### config.mk
export PLATFORM = sky130hd
export DESIGN_NAME = irq_stage_ctrl
export DESIGN_NICKNAME = d
export VERILOG_FILES = /design/src/rtl/irq_stage_pkg.sv /design/src/rtl/irq_clear_stage.sv /design/src/rtl/irq_flag_bank.sv /design/src/rtl/irq_stage_ctrl.sv
export SDC_FILE = /design/constraint.sdc
export NUM_CORES = 1
export LEC_CHECK = 0
export BUFFER_PORTS_ARGS = -buffer_cell sky130_fd_sc_hd__buf_2
export CAP_MARGIN = 20
export CORE_MARGIN = 10
export CORE_UTILIZATION = 45
export DETAILED_ROUTE_END_ITERATION = 10
export PLACE_DENSITY = 0.78
export SETUP_SLACK_MARGIN = 0.15
export SYNTH_ARGS = -nofsm -noshare
export SYNTH_HDL_FRONTEND = slang
export SYNTH_SLANG_ARGS = --single-unit
### constraint.sdc
create_clock -name clk -period 1.5 [get_ports clk]
set_input_delay 0.225 -clock clk [delete_from_list [all_inputs] [get_ports clk]]
set_output_delay 0.225 -clock clk [all_outputs]
set_load 0.1 [all_outputs]
### src/rtl/irq_stage_pkg.sv
package irq_stage_pkg;
  localparam int NF       = 16;
  localparam int BW       = 8;
  localparam int MW       = 4;
  localparam logic [NF-1:0] VALID_MASK = 16'hDFFD;
  localparam int OC_IDX   = 3;
  localparam int ACM_IDX  = 10;
  localparam int TRIG_BIT = 5;
  localparam int CAUSE_DIV_BIT  = 4;
  localparam int CAUSE_MAIN_BIT = 0;
  localparam logic [7:0] A_FLAG_LO = 8'h00;
  localparam logic [7:0] A_FLAG_HI = 8'h01;
  localparam logic [7:0] A_MASK_LO = 8'h02;
  localparam logic [7:0] A_MASK_HI = 8'h03;
  localparam logic [7:0] A_CMD     = 8'h04;
  localparam logic [7:0] A_CAUSE   = 8'h05;
  localparam logic [7:0] A_MODE    = 8'h06;
endpackage

### src/rtl/irq_clear_stage.sv
module irq_clear_stage
  import irq_stage_pkg::*;
#(
  parameter int NBYTES = NF / BW
) (
  input  logic              clk,
  input  logic              rst,
  input  logic [NBYTES-1:0] mask_wr,
  input  logic [BW-1:0]     wdata,
  input  logic              cmd_wr,
  output logic              go,
  output logic [NF-1:0]     mask
);
  localparam int LAST = NBYTES - 1;

  always_ff @(posedge clk) begin
    if (rst) go <= 1'b0;
    else     go <= cmd_wr & wdata[TRIG_BIT];
  end

  for (genvar b = 0; b <= LAST; b++) begin : g_byte
    always_ff @(posedge clk) begin
      if (rst)
        mask[b*BW +: BW] <= '0;
      else if (mask_wr[b])
        mask[b*BW +: BW] <= wdata & VALID_MASK[b*BW +: BW];
      else if (go)
        mask[b*BW +: BW] <= '0;
    end
  end
endmodule

### src/rtl/irq_flag_bank.sv
module irq_flag_bank
  import irq_stage_pkg::*;
(
  input  logic          clk,
  input  logic          rst,
  input  logic [NF-1:0] evt,
  input  logic          oc_div,
  input  logic          oc_main,
  input  logic          go,
  input  logic [NF-1:0] mask,
  output logic [NF-1:0] flags,
  output logic [1:0]    cause,
  output logic          irq
);
  logic [NF-1:0] evt_all;
  logic [NF-1:0] clr;
  logic          oc_cleared;

  always_comb begin
    evt_all = evt;
    evt_all[OC_IDX] = evt[OC_IDX] | oc_div | oc_main;
    clr = go ? mask : '0;
    oc_cleared = clr[OC_IDX] & ~evt_all[OC_IDX];
  end

  always_ff @(posedge clk) begin
    if (rst) begin
      flags <= '0;
      cause <= '0;
      irq   <= 1'b0;
    end else begin
      flags <= ((flags & ~clr) | evt_all) & VALID_MASK;
      cause <= (oc_cleared ? 2'b00 : cause) | {oc_div, oc_main};
      irq   <= |flags;
    end
  end
endmodule

### src/rtl/irq_stage_ctrl.sv
module irq_stage_ctrl
  import irq_stage_pkg::*;
#(
  parameter int AW = 8,
  parameter int DW = BW
) (
  input  logic          clk,
  input  logic          rst,
  input  logic          bus_wr,
  input  logic          bus_rd,
  input  logic [AW-1:0] bus_addr,
  input  logic [DW-1:0] bus_wdata,
  output logic [DW-1:0] bus_rdata,
  input  logic [NF-1:0] evt_pulse,
  input  logic          oc_div_evt,
  input  logic          oc_main_evt,
  input  logic          mode_wr,
  input  logic [MW-1:0] mode_val,
  output logic          irq_out
);
  localparam int NBYTES = NF / BW;

  logic [NBYTES-1:0] mask_wr;
  logic              cmd_wr;
  logic              go_q;
  logic [NF-1:0]     mask_q;
  logic [NF-1:0]     flags_q;
  logic [1:0]        cause_q;
  logic [MW-1:0]     mode_q;
  logic [DW-1:0]     rd_mux;

  always_comb begin
    mask_wr[0] = bus_wr && (bus_addr == AW'(A_MASK_LO));
    mask_wr[1] = bus_wr && (bus_addr == AW'(A_MASK_HI));
    cmd_wr     = bus_wr && (bus_addr == AW'(A_CMD));
  end

  irq_clear_stage #(.NBYTES(NBYTES)) u_stage (
    .clk    (clk),
    .rst    (rst),
    .mask_wr(mask_wr),
    .wdata  (bus_wdata),
    .cmd_wr (cmd_wr),
    .go     (go_q),
    .mask   (mask_q)
  );

  irq_flag_bank u_bank (
    .clk    (clk),
    .rst    (rst),
    .evt    (evt_pulse),
    .oc_div (oc_div_evt),
    .oc_main(oc_main_evt),
    .go     (go_q),
    .mask   (mask_q),
    .flags  (flags_q),
    .cause  (cause_q),
    .irq    (irq_out)
  );

  always_ff @(posedge clk) begin
    if (rst)                     mode_q <= '0;
    else if (evt_pulse[ACM_IDX]) mode_q <= '0;
    else if (mode_wr)            mode_q <= mode_val;
  end

  always_comb begin
    rd_mux = '0;
    case (bus_addr)
      AW'(A_FLAG_LO): rd_mux = flags_q[BW-1:0];
      AW'(A_FLAG_HI): rd_mux = flags_q[NF-1:BW];
      AW'(A_CAUSE): begin
        rd_mux[CAUSE_DIV_BIT]  = cause_q[1];
        rd_mux[CAUSE_MAIN_BIT] = cause_q[0];
      end
      AW'(A_MODE):    rd_mux[MW-1:0] = mode_q;
      default:        rd_mux = '0;
    endcase
  end

  always_ff @(posedge clk) begin
    if (rst)         bus_rdata <= '0;
    else if (bus_rd) bus_rdata <= rd_mux;
  end
endmodule

== Yosys cells after proc, flatten, opt, wreduce, memory -nomap -nowiden ==
Index checks and enable logic that the tools add are counted.

* Equal/unequal tests: 6
* Mux-type cells: 10
* Bitwise operators: 9
* Reductions and logical operators: 8

{| class="wikitable"
|+ Operators with widths
! kind !! count
|-
| $mux 8 || 4
|-
| $eq 8x3->1 const B || 3
|-
| $and 16x16->16 || 1
|-
| $eq 8x2->1 const B || 2
|-
| $mux 16 || 1
|-
| $not 16->16 || 1
|-
| $or 16x16->16 || 1
|-
| $reduce_or 16->1 || 1
|-
| $pmux 3 s3 || 1
|-
| $eq 8x1->1 const B || 1
|-
| $logic_not 8->1 || 1
|-
| $pmux 3 s2 || 1
|-
| $pmux 1 s4 || 1
|-
| $reduce_bool 2->1 || 2
|-
| $logic_and 1x1->1 || 3
|-
| $pmux 1 s3 || 1
|-
| $and 1x1->1 || 2
|-
| $mux 2 || 1
|-
| $or 1x1->1 || 2
|-
| $or 2x2->2 || 1
|-
| $reduce_or 2->1 || 1
|-
| $not 1->1 || 1
|}

* Register bits after elaboration: 46
* Logic and storage cells: 42

== Depth between registers and ports, before layout ==
Gate-level depths: netlist of run 1.

* Depth after elaboration: 6
* Gate-level depth with buffers: 5

== Modules after synthesis ==
A second synthesis of run 1 with hierarchy kept.

* Cells, all modules: 215
* Area, all modules: 1965.6 um^2

{| class="wikitable"
|+ Modules (own cells, without submodules)
! module !! instances !! cells each !! area each (um^2)
|-
| irq_stage_ctrl || 1 || 71 || 679.4
|-
| irq_clear_stage || 1 || 68 || 664.4
|-
| irq_flag_bank || 1 || 76 || 621.8
|}

== Worst setup path after synthesis of run 1 ==
No wires, ideal clock.

* Path kind: in2reg
* Start: in bus_addr[5]
* End: reg u_stage.mask[7]
* Library setup time: 0.138 ns
* Data arrival time: 1.329 ns
* Path slack: 0.033 ns
* Cell stages on the path: 5
* Path through: or4_4 nor3_4 buf_6 or3b_2 a21oi_1

* Cells in the longest elaborated chain, start to end: 3

{| class="wikitable"
|+ Ends and longest elaborated chain
! item !! RTL line !! source
|-
| start: declaration || irq_stage_ctrl.sv:11 || <nowiki>input logic [AW-1:0] bus_addr,</nowiki>
|-
| $eq 8x2->1 (*) || irq_stage_ctrl.sv:33 || <nowiki>mask_wr[0] = bus_wr && (bus_addr == AW'(A_MASK_LO));</nowiki>
|-
| $logic_and 1x1->1 (*) || irq_stage_ctrl.sv:33 ||
|-
| $mux 8 / $reduce_bool 2->1 (equally long branches) || -- ||
|-
| end signal: indexed assignment || irq_clear_stage.sv:26 || <nowiki>mask[b*BW +: BW] <= wdata & VALID_MASK[b*BW +: BW];</nowiki>
|-
| end: declaration || irq_clear_stage.sv:12 || <nowiki>output logic [NF-1:0] mask</nowiki>
|}

Every way passes the cells marked *; elsewhere a longest branch is shown, timed or not.
A chain may end at the register's enable or synchronous reset.

== Final worst setup path of run 1 ==
* Start: reg bus_rdata[7]
* End: out bus_rdata[7]

{| class="wikitable"
|+ RTL lines
! item !! RTL line !! source
|-
| start: declaration || irq_stage_ctrl.sv:13 || <nowiki>output logic [DW-1:0] bus_rdata,</nowiki>
|-
| start signal: assignment || irq_stage_ctrl.sv:83 || <nowiki>else if (bus_rd) bus_rdata <= rd_mux;</nowiki>
|}

No word-level cell between the ends.

==> metrics.yaml, run 1 <==
n_antenna_cell: 0
worstMarginPinSlew_ps: 490
start_util_pct: 47.1
timing.final.crit_share_pct: 85.7
power.density_nw_per_um2: 978
r2r_start: "u_stage.go"
slew_headroom_pct: 67.5
cts_tree: "done"
drt_iter0_markers: 84
vias: 1632
p_leak_nw: 0.953
die_y_um: 85.2
nets: 310
crit_fanout: 2
rsz0062_at_grt: "false"
cts_buffers: 5
syn_area_per_cell_sq_um: 8.98
status: "finished, final reports clean"
synth_seq_cells: 44
final_cell_mix: "buf_2, dfxtp_1, nand2_1, a21oi_1, nor2_1"
final_common_cell: "buf_2"
syn_inst: 213
holdPathStages: 3
fp-row-count: 23
setup_viol: 0
critical_path_class: "reg2out"
maxCapViolations: 0
synth_top_family_by_area: "simple AND/OR/NAND/NOR gates"
finalMaxSlewViolations: 0
grt_overflow: 0
finalCriticalPeriod_ps: 1290
htree_levels: 2
grt_max_degree: 29
crit_arrival_ps: 1060
syn_to_final_growth_pct: 24.8
route.detailed.drc: 0
synth_adder_area_share_pct: 0
synth.area.mux_share_pct: 5.36
vdd.ir_drop.worst_v: 0.000517
grtUsageTotal_pct: 13.0
worstHoldStart: "evt_pulse[5]"
core_area_sq_um: 4060
avgRoutedWirePerCell_um: 14.5
antenna_found_initial: 0
drive_gt1_share_pct: 35.8
drt-pass1-iter-count: 4
clk_latency_ps: 300
cp_top_family: "buffers and inverters"
reg2reg_to: "u_stage.mask[2]"
cts_setup_buffers: 0
grt_pass1_wl_um: 7830
cts.sinks: 44
clkTransAtPathRegs_ps: 80
required_ps: 1270
cts_resized: 0
via_per_inst: 5.13
ant_nets: 0
synth_compound_area_share_pct: 14.3
cts_root_buf: "clkbuf_8"
grt_pass1_vias: 1647
reg2reg_slack_ps: 300
syn-num-nets: 256
synth-simple-area-share_pct: 30.4
hold_buffers: 0
whs_ps: 128
clock_skew_ps: 4.72
dieArea_sq_um: 7260
end_kind: "output port"
holdPathEnd: "u_bank.flags[5]"
die_x_um: 85.2
ios: 52
finalSetupTns_ps: 0
io_buffers: 49
crit_buf_inv: 1
dp_hpwl_um: 3470
synth_xor_area_share_pct: 0.458
start_kind: "flip-flop"
fmax_mhz: 778
cp_cell_sequence: "buf_2"
reg2reg_depth: 3
finalWirelength_um: 4610
hold_class: "in2reg"
cp_slowest_cell: "buf_2"
clk_path_buf_depth: 2
synth-seq-area-share_pct: 46.0
place_congestion: 0.819
synth_area_sq_um: 1910
ys_types: 32
synth_warnings: 0
hold_violations: 0
cpPeakStageDelay_ps: 430
## flip-flops by register name, summed over array words and instances, names as in the netlist
| register | flops |
|---|---|
| u_bank.flags | 14 |
| u_stage.mask | 14 |
| bus_rdata | 8 |
| mode_q | 4 |
| u_bank.cause | 2 |
| u_bank.irq | 1 |
| u_stage.go | 1 |
## how the worst max path moves through the flow
stage	slack [ps]	startpoint	end	cells past startpoint
finish	210	bus_rdata[7]	bus_rdata[7]	1
global placement	-100	bus_addr[5]	u_stage.mask[0]	6
floorplan	30	bus_addr[5]	u_stage.mask[7]	5
global route	170	bus_rdata[2]	bus_rdata[2]	1
detailed placement	-120	bus_addr[5]	u_stage.mask[5]	6
CTS	200	bus_addr[5]	u_stage.mask[2]	6
## where the power goes
part,switching (mW),internal (mW),total [mW]
clock,0.392,0.494,0.886
combinational,0.115,0.102,0.217
sequential,0.0287,1.20,1.23
total,0.536,1.80,2.34
## metrics by stage
step	total power, mW	cell area, sq um	worst slack (ps)	utilization [%]	std cells
after floorplan	1.37	1910	33.0	-	213
after global placement	1.47	2280	-101	56.1	310
after detailed placement	1.48	2280	-117	56.1	310
after CTS	2.37	2380	198	58.7	318
after global routing	2.44	2390	168	58.8	318
final	2.34	2390	214	58.8	318
## layout make-up
class / count / area (sq um)
multi-input cells: 156 / 971
flip-flops and latches: 44 / 881
fillers: 360 / 1670
clock inverters: 2 / 35.0
clock buffers: 6 / 72.6
repair buffers: 60 / 365
well taps: 50 / 62.6
## synth_stat cells
cell type  number  share of area (%)
or4_4           1               0.59
nand2_1        30                5.9
xnor2_1         1               0.46
clkbuf_1       10                2.0
o2bb2ai_1       3                1.4
nor4_1          4                1.3
or3b_2         14                6.4
nor3b_2         1               0.65
a21oi_1        30                7.8
nor2b_1         3               0.98
nand2b_1        5                1.6
nor3_1          5                1.3
nand4b_1        2               0.92
nor3_4          2                1.7
buf_6           2                1.2
mux2i_1         8                4.2
a32o_1          1               0.52
nand3_1         4                1.0
o31ai_1         1               0.39
nor3_2          1               0.52
and3b_1         2               0.92
o21ai_0         2               0.52
or2_0           1               0.33
a41oi_1         1               0.46
nand3b_1        1               0.39
dfxtp_1        44                 46
mux2_2          2                1.2
nor4bb_1        1               0.52
nor2_1         21                4.1
buf_2           1               0.26
a21oi_2         7                3.2
or4bb_1         2                1.2
## per-layer routing
layer	track usage (%)	vias up	share of wire [%]
li1	-	854	-
met1	16.5	728	47
met2	19.6	44	44
met3	4.88	6	7.6
met4	4.94	0	1.4
met5	0	-	0
## logic make-up after synthesis
group,Yosys count
buffers and inverters,13
flip-flops,44
XOR/XNOR,1
multiplexers,10
AND/OR/NAND/NOR,100
AO/OA/AOI/OAI,45
Note: power is estimated with default switching activity, not from simulation.
==> inputs of run 2 (changes only) <==
--- a/config.mk
+++ b/config.mk
@@ -5,12 +5,12 @@
 export SDC_FILE = /design/constraint.sdc
 export NUM_CORES = 1
 export LEC_CHECK = 0
-export BUFFER_PORTS_ARGS = -buffer_cell sky130_fd_sc_hd__buf_2
 export CAP_MARGIN = 20
 export CORE_MARGIN = 10
 export CORE_UTILIZATION = 45
 export DETAILED_ROUTE_END_ITERATION = 10
-export PLACE_DENSITY = 0.78
+export DONT_BUFFER_PORTS = 1
+export PLACE_DENSITY = 0.67
 export SETUP_SLACK_MARGIN = 0.15
 export SYNTH_ARGS = -nofsm -noshare
 export SYNTH_HDL_FRONTEND = slang
==> constraint.sdc (replaced) <==
create_clock -name clk -period 1.1 [get_ports clk]
set_input_delay 0.165 -clock clk [delete_from_list [all_inputs] [get_ports clk]]
set_output_delay 0.165 -clock clk [all_outputs]
set_load 0.1 [all_outputs]
==> metrics.yaml, run 2 (synthesized netlist as in run 1, its figures left out) <==
hold_buffers: 2  # +2
clkPwrFrac_pct: 39.5  # +1.6 points
hold_violations: 42  # +42
setup_viol: 14  # +14
drt_iter0_markers: 83  # -1.2%
switching_share_pct: 22.5  # -0.48 points
violations: "negative hold slack, negative setup slack"
finalWirelength_um: 5210  # +13%
end_kind: "flip-flop"
cts.sinks: 44  # unchanged
syn_to_final_growth_pct: 39.6
antenna_found_initial: 0  # unchanged
place_congestion: 0.722  # -12%
drive_gt1_share_pct: 47.6  # +12 points
cts_buffers: 5  # unchanged
fp-row-count: 23  # unchanged
via_per_inst: 5.76  # +12%
ios: 52  # unchanged
clock_skew_ps: 4.45  # -0.274 ps
dp_hpwl_um: 3320  # -4.4%
p_leak_nw: 1.03  # +7.6%
reg2reg_to: "u_stage.mask[5]"
io_buffers: 0  # -100%
reg.largest.list: "u_bank.flags x14, u_stage.mask x14, bus_rdata x8"
clk_latency_ps: 300  # about the same
post-route-util_pct: 65.8  # +7.0 points
grt_pass1_wl_um: 8180  # +4.5%
critPathCapture: "u_stage.mask[5]"
start_util_pct: 47.1  # unchanged
critical_path_class: "in2reg"
reg2reg_depth: 3  # unchanged
fin_ws_ps: -44.3  # -259 ps
fmax_mhz: 874
p_total_mw: 3.13  # +34%
start_kind: "input pin"
maxCapViolations: 0  # unchanged
internal_power_mw: 2.42  # +35%
ant_nets: 0  # unchanged
finalCriticalPeriod_ps: 1140
crit_arrival_ps: 1350  # +290 ps
required_ps: 1300  # +30 ps
slew_headroom_pct: 62.0  # -5.6 points
grtUsageTotal_pct: 13.9  # +0.85 points
finalMaxSlewViolations: 0  # unchanged
avgRoutedWirePerCell_um: 18.7  # +29%
p_comb_share_pct: 6.1  # -3.2 points
dieArea_sq_um: 7260  # unchanged
p_sw_uw: 703  # +31%
grt_pass1_vias: 1563  # -5.1%
crit_start: "bus_addr[5]"
r2r_start: "u_stage.go"
final_common_cell: "a21oi_2"
clk_path_buf_depth: 2  # unchanged
dp.cells: 263  # -15%
grt_max_degree: 46  # +59%
cts_root_buf: "clkbuf_8"
rsz0062_at_grt: "true"
cts_tree: "done"
hold_class: "in2reg"
die_x_um: 85.2  # unchanged
drt-pass1-iter-count: 4  # unchanged
clkTransAtPathRegs_ps: 80  # about the same
worstMarginPinSlew_ps: 566  # +75.7 ps
n_antenna_cell: 0  # unchanged
timing.final.crit_share_pct: 104
crit_fanout: 14  # +12
final_cell_mix: "a21oi_2, dfxtp_1, nor2_1"
nets: 271  # -13%
vdd.ir_drop.worst_v: 0.000970  # +88%
route.detailed.drc: 0  # unchanged
whs_ps: -82.8  # -211 ps
vias: 1607  # -1.5%
core_area_sq_um: 4060  # unchanged
grt_overflow: 0  # unchanged
htree_levels: 2  # unchanged
reg2reg_slack_ps: -30  # -330 ps
final_cells: 279  # -12%
die_y_um: 85.2  # unchanged
status: "finished, violations left"
pwr-share-seq_pct: 54.4  # +1.6 points
power.density_nw_per_um2: 1170  # +20%
==> run 2: cell types whose count changed in the layout (fill, tap and decap cells not counted), sizes merged <==
| cell | previous run | this run |
|---|---|---|
| dlygate4sd3 | 0 | 2 |
| buf | 60 | 19 |
==> run 2: critical path, cell delays in order <==
cell and delay [ps]:
or4_4 610, nor3_4 240, buf_12 160, or3b_4 130, a21oi_2 50
==> run 2: through the flow <==
stage | worst slack (ps) | hold slack, ps | setup TNS [ps] | area [sq um]
final | -44.3 | -82.8 | -507 | 2670
after global routing | -81.4 | -94.3 | -1120 | 2670
after CTS | -21.2 | -86.2 | -213 | 2510
after detailed placement | -327 | 236 | -6640 | 2130
after global placement | -307 | 235 | -6350 | 2130
after floorplan | -307 | 241 | -5180 | 1940
==> run 2: worst min path at each step <==
| stage | depth (start not counted) | endpoint | slack, ps | start |
|---|---|---|---|---|
| 2_1_floorplan | 1 | u_stage.go | 240 | bus_addr[7] |
| 3_5_place_dp | 1 | bus_rdata[4] | 240 | rst |
| 6_report | 1 | bus_rdata[2] | -80 | rst |
| 5_1_grt | 1 | bus_rdata[2] | -90 | rst |
| 4_1_cts | 1 | bus_rdata[6] | -90 | rst |
| 3_3_place_gp | 1 | bus_rdata[4] | 230 | rst |
==> run 2: final cells by class <==
type	instances	area [sq um]
Tap cell	50	62.6
Timing Repair Buffer	21	393
Multi-Input combinational cell	156	1200
Clock inverter	2	35.0
Clock buffer	6	72.6
Sequential cell	44	903
Fill cell	315	1390
==> run 2: repair_timing <==
| item | CTS | global route |
|---|---|---|
| pin swaps | 24 | 31 |
| setup buffers | 0 | 3 |
| hold endpoints to repair | 43 | 42 |
| gates resized for setup | 48 | 38 |
| cloned | 3 | 0 |
| setup endpoints to repair | 36 | 47 |
==> run 2: power groups by stage <==
stage	sequential (mW)	combinational, mW	clock (mW)
floorplan	1.72	0.144	0
finish	1.70	0.190	1.24
CTS	1.69	0.173	1.25
global placement	1.72	0.147	0
global route	1.71	0.209	1.32
detailed placement	1.72	0.151	0
==> run 2: layer usage <==
metal / track usage, % / vias to the layer above / part of all wire, %
met4: 5.09 / 0 / 1.4
met3: 7.93 / 10 / 10
met1: 16.5 / 765 / 44
met2: 20.3 / 48 / 44
met5: 0 / - / 0
li1: - / 784 / -
==> inputs of run 3 (changes only) <==
--- a/config.mk
+++ b/config.mk
@@ -5,8 +5,7 @@
 export SDC_FILE = /design/constraint.sdc
 export NUM_CORES = 1
 export LEC_CHECK = 0
-export CAP_MARGIN = 20
-export CORE_MARGIN = 10
+export CAP_MARGIN = 30
 export CORE_UTILIZATION = 45
 export DETAILED_ROUTE_END_ITERATION = 10
 export DONT_BUFFER_PORTS = 1
==> metrics.yaml, run 3 (synthesized netlist as in run 1, its figures left out) <==
cpPeakStageDelay_ps: 600  # about the same
io_buffers: 0  # unchanged
p_total_mw: 3.33  # +6.4%
nets: 269  # -0.74%
routed-wl-met3_um: 342  # -37%
maxCapViolations: 0  # unchanged
dieArea_sq_um: 4520  # -38%
whs_ps: -76.8  # +6.06 ps
clk_path_buf_depth: 2  # unchanged
drt_iter0_markers: 122  # +47%
htree_levels: 2  # unchanged
p_sw_uw: 682  # -3.0%
grtUsageTotal_pct: 21.7  # +7.9 points
post-route-util_pct: 63.2  # -2.6 points
start_kind: "input pin"
highest_layer: "met4"
start_util_pct: 47.5  # +0.34 points
route.detailed.drc: 0  # unchanged
cts_tree: "done"
dp_slack_ps: -331  # -3.93 ps
worstMarginPinSlew_ps: 450  # -116 ps
finalMaxSlewViolations: 0  # unchanged
finalWirelength_um: 4430  # -15%
setup_viol: 15  # +1
ant_nets: 0  # unchanged
reg2reg_slack_ps: -30  # about the same
grt_pass1_wl_um: 7210  # -12%
wl_met2_um: 1980  # -14%
violations: "negative hold slack, negative setup slack"
reg2reg_depth: 3  # unchanged
r2r_start: "u_stage.go"
timing.final.crit_share_pct: 104  # about the same
drt-pass1-iter-count: 4  # unchanged
grt_max_degree: 46  # unchanged
die_x_um: 67.2  # -21%
final_common_cell: "nand2_1"
ios: 52  # unchanged
n_antenna_cell: 0  # unchanged
cp_slowest_cell: "or4_4"
post_dp_cell_area_sq_um: 2150  # +0.70%
hold_violations: 42  # unchanged
crit_fanout: 14  # unchanged
clkPwrFrac_pct: 43.1  # +3.6 points
crit_start: "bus_addr[5]"
core_area_sq_um: 4030  # -0.71%
vdd.ir_drop.worst_v: 0.00105  # +8.2%
reg.largest.list: "u_bank.flags x14, u_stage.mask x14, bus_rdata x8"
critical_path_class: "in2reg"
switching_share_pct: 20.5  # -2.0 points
place_congestion: 0.800  # +11%
clk_latency_ps: 300  # about the same
critPathCapture: "u_stage.mask[2]"
end_kind: "flip-flop"
p_leak_nw: 0.887  # -14%
p_comb_share_pct: 5.7  # -0.4 points
final_cell_mix: "nand2_1, dfxtp_1, a21oi_2"
dp_hpwl_um: 2880  # -13%
status: "finished, violations left"
grt_pass1_vias: 1510  # -3.4%
via_per_inst: 5.59  # -2.9%
fillCellCount: 345  # +9.5%
rsz0062_at_grt: "true"
pwr-share-seq_pct: 51.2  # -3.2 points
required_ps: 1330  # +30 ps
vias: 1543  # -4.0%
wl_met1_um: 2000  # -13%
reg2reg_to: "u_stage.mask[15]"
antenna_found_initial: 0  # unchanged
drive_gt1_share_pct: 41.2  # -6.4 points
fin_ws_ps: -43.8  # +0.481 ps
final_area_sq_um: 2550  # -4.7%
hold_class: "in2reg"
internal_power_mw: 2.65  # +9.1%
slew_headroom_pct: 69.8  # +7.8 points
hold_buffers: 2  # unchanged
fmax_mhz: 874  # about the same
syn_to_final_growth_pct: 33.1
cts_buffers: 5  # unchanged
cp_cell_sequence: "or4_4 > nor3_4 > buf_12 > nand2_1 > a21oi_2"
clkTransAtPathRegs_ps: 80  # about the same
cts.sinks: 44  # unchanged
crit_arrival_ps: 1380  # +30 ps
power.density_nw_per_um2: 1310  # +12%
grt_overflow: 0  # unchanged
fp-row-count: 23  # unchanged
finalCriticalPeriod_ps: 1140  # -0.481 ps
final-seq-area_sq_um: 902  # -0.14%
multi_input_area_sq_um: 1130  # -6.2%
clock_skew_ps: 6.18  # +1.73 ps
cts_root_buf: "clkbuf_8"
avgRoutedWirePerCell_um: 16.1  # -14%
die_y_um: 67.2  # -21%
## run 3: cell types whose count changed in the layout (fill, tap and decap cells not counted), sizes merged
cell	delta
clkinv	-1
bufbuf	+1
buf	-3
bufinv	+1
clkbuf	-1
## run 3: worst max-delay path: cells and delay by family
kind            cells  cell delay [ps]
buf+inv             1              160
compound gates      1              140
simple gates        3              900
## run 3: stage by stage
| step | TNS [ps] | instances |
|---|---|---|
| 6_report | -480 | 276 |
| 3_5_place_dp | -6400 | 265 |
| 3_3_place_gp | -6160 | 265 |
| 2_1_floorplan | -5180 | 213 |
| 5_1_grt | -912 | 276 |
| 4_1_cts | -410 | 276 |
## run 3: worst min path at each step
| stage | slack [ps] | endpoint | start | depth (start not counted) |
|---|---|---|---|---|
| after floorplan | 240 | u_stage.go | bus_addr[7] | 1 |
| after global placement | 230 | bus_rdata[5] | rst | 1 |
| after detailed placement | 230 | bus_rdata[5] | rst | 1 |
| after CTS | -90 | u_stage.mask[8] | rst | 1 |
| after global routing | -90 | bus_rdata[5] | rst | 1 |
| final | -80 | bus_rdata[5] | rst | 1 |
## run 3: final cells by class
class	count	share of cell area, %
multi-input combinational	156	44.4
clock buffer	5	2.70
timing repair buffer	19	12.7
tap	50	2.46
clock inverter	2	2.36
sequential	44	35.4
## run 3: power groups by stage
stage,clock network (mW),logic (mW),registers (mW)
floorplan,0,0.144,1.72
global placement,0,0.153,1.72
detailed placement,0,0.156,1.72
CTS,1.46,0.179,1.69
global route,1.53,0.207,1.71
finish,1.43,0.189,1.70
## run 3: repair_timing
| item | in CTS | in global routing |
|---|---|---|
| resized for setup | 37 | 20 |
| buffers inserted | 1 | 0 |
| gates cloned | 1 | 0 |
| hold endpoints to repair | 43 | 42 |
| pin swaps | 13 | 8 |
| setup endpoints to repair | 36 | 48 |
## run 3: per-layer routing
layer | vias to the layer above | track usage (%)
li1 | 767 | -
met2 | 48 | 31.6
met4 | 0 | 10.1
met3 | 10 | 7.26
met5 | - | 0
met1 | 718 | 28.8
